File: src/rtl/msgirq_pkg.sv
package msgirq_pkg;
  localparam int REG_AW = 5;
  localparam int ERR_BIT = 0;
  localparam logic [31:0] MADDR_RST = 32'hFFFB_0003;

  typedef enum logic [2:0] {
    SEL_REQ   = 3'd0,
    SEL_MASK  = 3'd1,
    SEL_PEND  = 3'd2,
    SEL_CTRL  = 3'd3,
    SEL_MADDR = 3'd4
  } reg_sel_e;

  // Big-endian lanes: strobe bit k covers the byte at address offset k.
  function automatic logic [31:0] be_merge(input logic [31:0] old_v,
                                           input logic [31:0] new_v,
                                           input logic [3:0]  strb);
    logic [31:0] r;
    r = old_v;
    for (int k = 0; k < 4; k++) begin
      if (strb[k]) r[31-8*k -: 8] = new_v[31-8*k -: 8];
    end
    return r;
  endfunction
endpackage

File: src/rtl/msgirq_edge.sv
module msgirq_edge #(
  parameter int NUM_IRQ = 32
) (
  input  logic               clk,
  input  logic               rst_n,
  input  logic [NUM_IRQ-1:0] irq_in,
  output logic [NUM_IRQ-1:0] irq_prev,
  output logic [NUM_IRQ-1:0] rise
);
  logic [NUM_IRQ-1:0] prev_d;

  always_comb begin
    prev_d = irq_in;
    rise   = irq_in & ~irq_prev;
  end

  always_ff @(posedge clk or negedge rst_n) begin
    if (!rst_n) irq_prev <= '0;
    else        irq_prev <= prev_d;
  end
endmodule

File: src/rtl/msgirq_regs.sv
module msgirq_regs
  import msgirq_pkg::*;
#(
  parameter int NUM_IRQ = 32
) (
  input  logic               clk,
  input  logic               rst_n,
  input  logic [REG_AW-1:0]  reg_addr,
  input  logic               reg_rd,
  input  logic               reg_wr,
  input  logic [3:0]         reg_strb,
  input  logic [31:0]        reg_wdata,
  output logic [31:0]        reg_rdata,
  input  logic [NUM_IRQ-1:0] rise,
  output logic [NUM_IRQ-1:0] pend_q,
  output logic [NUM_IRQ-1:0] req_q,
  output logic               ctrl_err,
  output logic [31:0]        maddr_q,
  output logic               irq_event
);
  localparam int IDX_W = REG_AW - 2;

  logic [IDX_W-1:0]   widx;
  logic [31:0]        mask_q, ctrl_q;
  logic [31:0]        mask_d, ctrl_d, maddr_d;
  logic [NUM_IRQ-1:0] pend_d, req_d, hit;
  logic               mask_we, ctrl_we, maddr_we, pend_clr;
  logic [31:0]        pend_x, req_x;

  always_comb begin
    widx     = reg_addr[REG_AW-1:2];
    mask_we  = reg_wr && (widx == SEL_MASK);
    ctrl_we  = reg_wr && (widx == SEL_CTRL);
    maddr_we = reg_wr && (widx == SEL_MADDR);
    pend_clr = (reg_rd || reg_wr) && (widx == SEL_PEND);

    mask_d  = be_merge(mask_q,  reg_wdata, reg_strb);
    ctrl_d  = be_merge(ctrl_q,  reg_wdata, reg_strb);
    maddr_d = be_merge(maddr_q, reg_wdata, reg_strb);

    hit       = rise & mask_q[NUM_IRQ-1:0];
    pend_d    = (pend_clr ? '0 : pend_q) | rise;
    req_d     = req_q | hit;
    ctrl_err  = ctrl_q[ERR_BIT];
    irq_event = (|hit) && !ctrl_q[ERR_BIT];

    pend_x = '0;
    pend_x[NUM_IRQ-1:0] = pend_q;
    req_x = '0;
    req_x[NUM_IRQ-1:0] = req_q;

    case (widx)
      SEL_REQ:   reg_rdata = req_x;
      SEL_MASK:  reg_rdata = mask_q;
      SEL_PEND:  reg_rdata = pend_x;
      SEL_CTRL:  reg_rdata = {31'd0, ctrl_q[ERR_BIT]};
      SEL_MADDR: reg_rdata = maddr_q;
      default:   reg_rdata = '0;
    endcase
  end

  always_ff @(posedge clk or negedge rst_n) begin
    if (!rst_n) begin
      mask_q  <= '0;
      ctrl_q  <= '0;
      maddr_q <= MADDR_RST;
      pend_q  <= '0;
      req_q   <= '0;
    end else begin
      if (mask_we)  mask_q  <= mask_d;
      if (ctrl_we)  ctrl_q  <= ctrl_d;
      if (maddr_we) maddr_q <= maddr_d;
      pend_q <= pend_d;
      req_q  <= req_d;
    end
  end
endmodule

File: src/rtl/msgirq_send.sv
module msgirq_send #(
  parameter int CNT_W = 4
) (
  input  logic             clk,
  input  logic             rst_n,
  input  logic             irq_event,
  input  logic [31:0]      maddr,
  output logic [CNT_W-1:0] q_cnt,
  output logic             msg_valid,
  output logic [31:0]      msg_addr,
  output logic [31:0]      msg_data,
  input  logic             msg_ready
);
  localparam logic [CNT_W-1:0] Q_MAX = {CNT_W{1'b1}};

  logic [CNT_W-1:0] q_d;
  logic             valid_d, launch, inc;

  always_comb begin
    launch  = !msg_valid && (q_cnt != '0);
    inc     = irq_event && (q_cnt != Q_MAX);
    q_d     = q_cnt + CNT_W'(inc) - CNT_W'(launch);
    valid_d = msg_valid;
    if (launch)                      valid_d = 1'b1;
    else if (msg_valid && msg_ready) valid_d = 1'b0;
  end

  always_ff @(posedge clk or negedge rst_n) begin
    if (!rst_n) begin
      q_cnt     <= '0;
      msg_valid <= 1'b0;
      msg_addr  <= '0;
      msg_data  <= '0;
    end else begin
      q_cnt     <= q_d;
      msg_valid <= valid_d;
      if (launch) begin
        msg_addr <= {maddr[31:5], 5'd0};
        msg_data <= {27'd0, maddr[4:0]};
      end
    end
  end
endmodule

File: src/rtl/msgirq_ctrl.sv
module msgirq_ctrl
  import msgirq_pkg::*;
#(
  parameter int NUM_IRQ = 32,
  parameter int CNT_W   = 4
) (
  input  logic               clk,
  input  logic               rst_n,
  input  logic [NUM_IRQ-1:0] irq_in,
  input  logic [REG_AW-1:0]  reg_addr,
  input  logic               reg_rd,
  input  logic               reg_wr,
  input  logic [3:0]         reg_strb,
  input  logic [31:0]        reg_wdata,
  output logic [31:0]        reg_rdata,
  output logic               msg_valid,
  output logic [31:0]        msg_addr,
  output logic [31:0]        msg_data,
  input  logic               msg_ready
);
  logic [1:0]         rst_pipe;
  logic               rst_sync_n;
  logic [NUM_IRQ-1:0] irq_prev, rise, pend_q, req_q;
  logic               ctrl_err, irq_event;
  logic [31:0]        maddr_q;
  logic [CNT_W-1:0]   q_cnt;

  always_ff @(posedge clk or negedge rst_n) begin
    if (!rst_n) rst_pipe <= '0;
    else        rst_pipe <= {rst_pipe[0], 1'b1};
  end
  assign rst_sync_n = rst_pipe[1];

  msgirq_edge #(.NUM_IRQ(NUM_IRQ)) edge_i (
    .clk(clk), .rst_n(rst_sync_n), .irq_in(irq_in),
    .irq_prev(irq_prev), .rise(rise)
  );

  msgirq_regs #(.NUM_IRQ(NUM_IRQ)) regs_i (
    .clk(clk), .rst_n(rst_sync_n),
    .reg_addr(reg_addr), .reg_rd(reg_rd), .reg_wr(reg_wr),
    .reg_strb(reg_strb), .reg_wdata(reg_wdata), .reg_rdata(reg_rdata),
    .rise(rise), .pend_q(pend_q), .req_q(req_q),
    .ctrl_err(ctrl_err), .maddr_q(maddr_q), .irq_event(irq_event)
  );

  msgirq_send #(.CNT_W(CNT_W)) send_i (
    .clk(clk), .rst_n(rst_sync_n), .irq_event(irq_event), .maddr(maddr_q),
    .q_cnt(q_cnt), .msg_valid(msg_valid), .msg_addr(msg_addr),
    .msg_data(msg_data), .msg_ready(msg_ready)
  );
endmodule

File: config.mk
export PLATFORM = sky130hd
export DESIGN_NAME = msgirq_ctrl
export DESIGN_NICKNAME = d
export VERILOG_FILES = /design/src/rtl/msgirq_pkg.sv /design/src/rtl/msgirq_edge.sv /design/src/rtl/msgirq_regs.sv /design/src/rtl/msgirq_send.sv /design/src/rtl/msgirq_ctrl.sv
export SDC_FILE = /design/constraint.sdc
export NUM_CORES = 1
export LEC_CHECK = 0
export BUFFER_PORTS_ARGS = -buffer_cell sky130_fd_sc_hd__buf_4
export CORE_UTILIZATION = 50
export DETAILED_ROUTE_END_ITERATION = 16
export GPL_TIMING_DRIVEN = 0
export HOLD_SLACK_MARGIN = 0.08
export PLACE_DENSITY = 0.74
export SETUP_SLACK_MARGIN = 0.2
export SLEW_MARGIN = 20
export SYNTH_ARGS = -nofsm -noshare
export SYNTH_HDL_FRONTEND = slang
export SYNTH_SLANG_ARGS = --single-unit
export TNS_END_PERCENT = 30
File: constraint.sdc
create_clock -name clk -period 18.92 [get_ports clk]
set_input_delay 1.892 -clock clk [delete_from_list [all_inputs] [get_ports clk]]
set_output_delay 1.892 -clock clk [all_outputs]
set_load 0.01 [all_outputs]
==> metrics.cfg <==
[route]
wl_per_cell_um=19.5
wl_met2_um=10000
top_layer=met4
routed_wl_um=20400
vias=5641
first_pass_iters=5
drtIter0Drc=457
drtAntennaViolNets=0
drc=0
dr_wl_met3_um=1340
wl_met1_um=8870
vias_per_cell=5.37

[clock_network]
clk_pin_slew_ns=0.07
hold_buffers=0
cts_setup_buffers=0
htreeDepth=4
tritoncts=done
cts_buffers=17
clk_latency_ns=0.44
cts_root_buffer=clkbuf_16
ctsResizeCount=0
numClockSinks=200
cts_buffer_depth=2

[yosys]
syn_area_mm2=0.00833
synth_top_area_share_pct=54.9
seq_area_frac_synth_pct=60.3
synth_top_area_cell=dfrtp_1
synth_cell_types=35
synth.area.top_cells=dfrtp_1 (55%), mux2_1 (13%), dfstp_2 (5.4%), a221o_1 (3.8%), buf_4 (3.6%)
yosys_warnings=0
syn_area_per_cell_um2=13.2
synthCells=630
ys_ff_latch=200

[die]
io_pins=175
die-area_mm2=0.0172
dieHeight_um=131
initial_core_util_pct=51.9
die_w_um=131
num_rows=46
core_mm2=0.0161

[global_routing]
grt_max_degree=60
grt.overflow.total=0
grt_usage_pct=25.0
grt_pass1_vias=5982
grt_antenna_before_repair=0
grt_pass1_wl_um=32600

[job]
cap_violations=0

[power]
power_density_mw_per_mm2=121
total_power_uw=1260
leakage_uw=0.00497
irDropWorstVdd_mv=0.103

[final_layout]
nNetsFinal=907
drive_gt1_share_pct=30.3
synthToLayoutAreaGrowth_pct=25.2
n_antenna_cell=0

[sta]
rsz0062_at_grt=false
period_needed_ns=5.43
slew_violations=0
hold_violations=0
fin_crit_sh_pct=28.7
setup-violations-final=0
worst_slew_pin_slew_ns=0.744
finalClockSkew_ns=0.00862
slew_headroom_pct=50.4
max_freq_mhz=184
setup_tns_ns=0

[worst_setup_path]
end_kind=output port
r2r_start=send_i.q_cnt[2]$_DFF_PN0_
worstReg2RegEnd=send_i.q_cnt[3]$_DFF_PN0_
slowest_delay_ns=0.56
cp.arrival_ns=3.54
cp_slowest_cell=clkbuf_1
critPathMaxFanout=10
start_kind=input pin
crit_required_ns=17.03
crit_end=reg_rdata[29]
crit_top_cell=buf_4
rrSetupSlack_ns=16.14
cp_cell_sequence=buf_4 > nand2b_1 > nor2_2 > clkbuf_1 > a221o_1 > buf_4
path_class=in -> out
crit_start=reg_addr[4]
rr_worst_depth=10

[place]
gp_congestion=0.808
dp_hpwl_um=14700
port_buffers=139

[status]
outcome=finished clean

[min_path]
hp-class=reg -> async

-- cells in the mapped netlist --
library cell,instances
nor2b_1,3
mux2_1,97
nor3_1,1
a31oi_2,1
a221o_1,32
a21o_1,6
and3_1,8
nor2_1,1
nor3b_4,1
clkbuf_1,6
buf_2,13
inv_2,2
a22o_1,32
ha_1,6
nor3_2,1
o21ai_0,1
a21oi_1,1
nand3b_1,30
nor2_2,1
xor2_1,2
a31oi_1,1
o21ai_1,31
dfstp_2,17
nor4_1,1
a31o_2,1
mux2i_1,1
nand4_1,8
nand2b_1,31
inv_1,35
buf_4,40
conb_1,2
nor3b_2,1
dfrtp_1,183
nand2_1,32
fa_1,1
-- worst min path at each step --
stage	slack, ns	from	cells past startpoint	end
floorplan	0.33	rst_pipe[0]$_DFF_PN0_	0	rst_pipe[1]$_DFF_PN0_
finish	0.32	rst_pipe[1]$_DFF_PN0_	0	send_i.msg_addr[22]$_DFFE_PN0P_
global placement	0.34	rst_pipe[0]$_DFF_PN0_	0	rst_pipe[1]$_DFF_PN0_
detailed placement	0.34	rst_pipe[0]$_DFF_PN0_	0	rst_pipe[1]$_DFF_PN0_
global route	0.38	rst_pipe[1]$_DFF_PN0_	0	send_i.msg_addr[22]$_DFFE_PN0P_
CTS	0.35	rst_pipe[1]$_DFF_PN0_	0	send_i.msg_addr[22]$_DFFE_PN0P_
-- worst max-delay path, delay by kind of cell --
family                 cells  cell delay, ns
AO/OA/AOI/OAI              1            0.33
buffers and inverters      3            0.83
AND/OR/NAND/NOR            2            0.48
-- layout make-up --
cell class | count | area (µm²)
fillers | 1229 | 5620
multi-input cells | 365 | 2900
plain buffers | 59 | 388
clock buffers | 21 | 480
clock inverters | 11 | 113
inverters | 37 | 139
flip-flops and latches | 200 | 5030
repair buffers | 142 | 1120
well taps | 216 | 270
-- power breakdown --
| part | internal, µW | total (µW) | switching, µW |
|---|---|---|---|
| logic | 162 | 309 | 147 |
| registers | 526 | 588 | 61.9 |
| clock network | 198 | 361 | 163 |
-- metrics by stage --
step	hold WS [ns]	area (µm²)	cells	util, %	setup WS [ns]
floorplan	0.331	8450	661	-	12.96
global placement	0.339	9760	1016	60.8	11.22
detailed placement	0.336	9840	1019	61.3	13.45
CTS	0.349	10400	1051	65.0	13.52
global route	0.376	10400	1051	65.0	13.41
finish	0.321	10400	1051	65.0	13.49
-- per-layer routing --
layer,GRT usage (%),up-vias
li1,-,2554
met1,33.3,2862
met2,40.9,208
met3,6.10,17
met4,6.67,0
met5,0,-
-- sequential cells by signal, indices dropped and copies added, names as in the netlist --
name	flops
edge_i.irq_prev	32
regs_i.ctrl_q	1
regs_i.maddr_q	32
regs_i.mask_q	32
regs_i.pend_q	32
regs_i.req_q	32
rst_pipe	2
send_i.msg_addr	27
send_i.msg_data	5
send_i.msg_valid	1
send_i.q_cnt	4
-- placed cells by master (no fill, tap or decap), types with 2 or more instances in the layout --
master,n
a21o_1,6
a221o_1,32
a22o_1,32
and3_1,8
buf_16,2
buf_2,13
buf_4,179
clkbuf_1,6
clkbuf_16,17
clkbuf_8,4
clkinv_4,2
clkinvlp_4,3
conb_1,33
dfrtp_1,182
dfstp_2,17
ha_1,6
inv_1,35
inv_2,2
inv_6,3
mux2_1,97
nand2_1,32
nand2b_1,31
nand3b_1,30
nand4_1,8
nor2b_1,3
o21ai_1,31
xor2_1,2
-- logic make-up after synthesis --
kind of cell / Yosys count / share of synthesized area [%]
compound gates: 106 / 10.1
xor+xnor: 2 / 0.210
fa+ha+maj: 7 / 1.14
buf+inv: 96 / 6.32
flops: 200 / 60.3
mux: 98 / 13.2
other cells: 2 / 0.0901
simple gates: 119 / 8.65
Note: power is estimated with default switching activity, not from simulation.
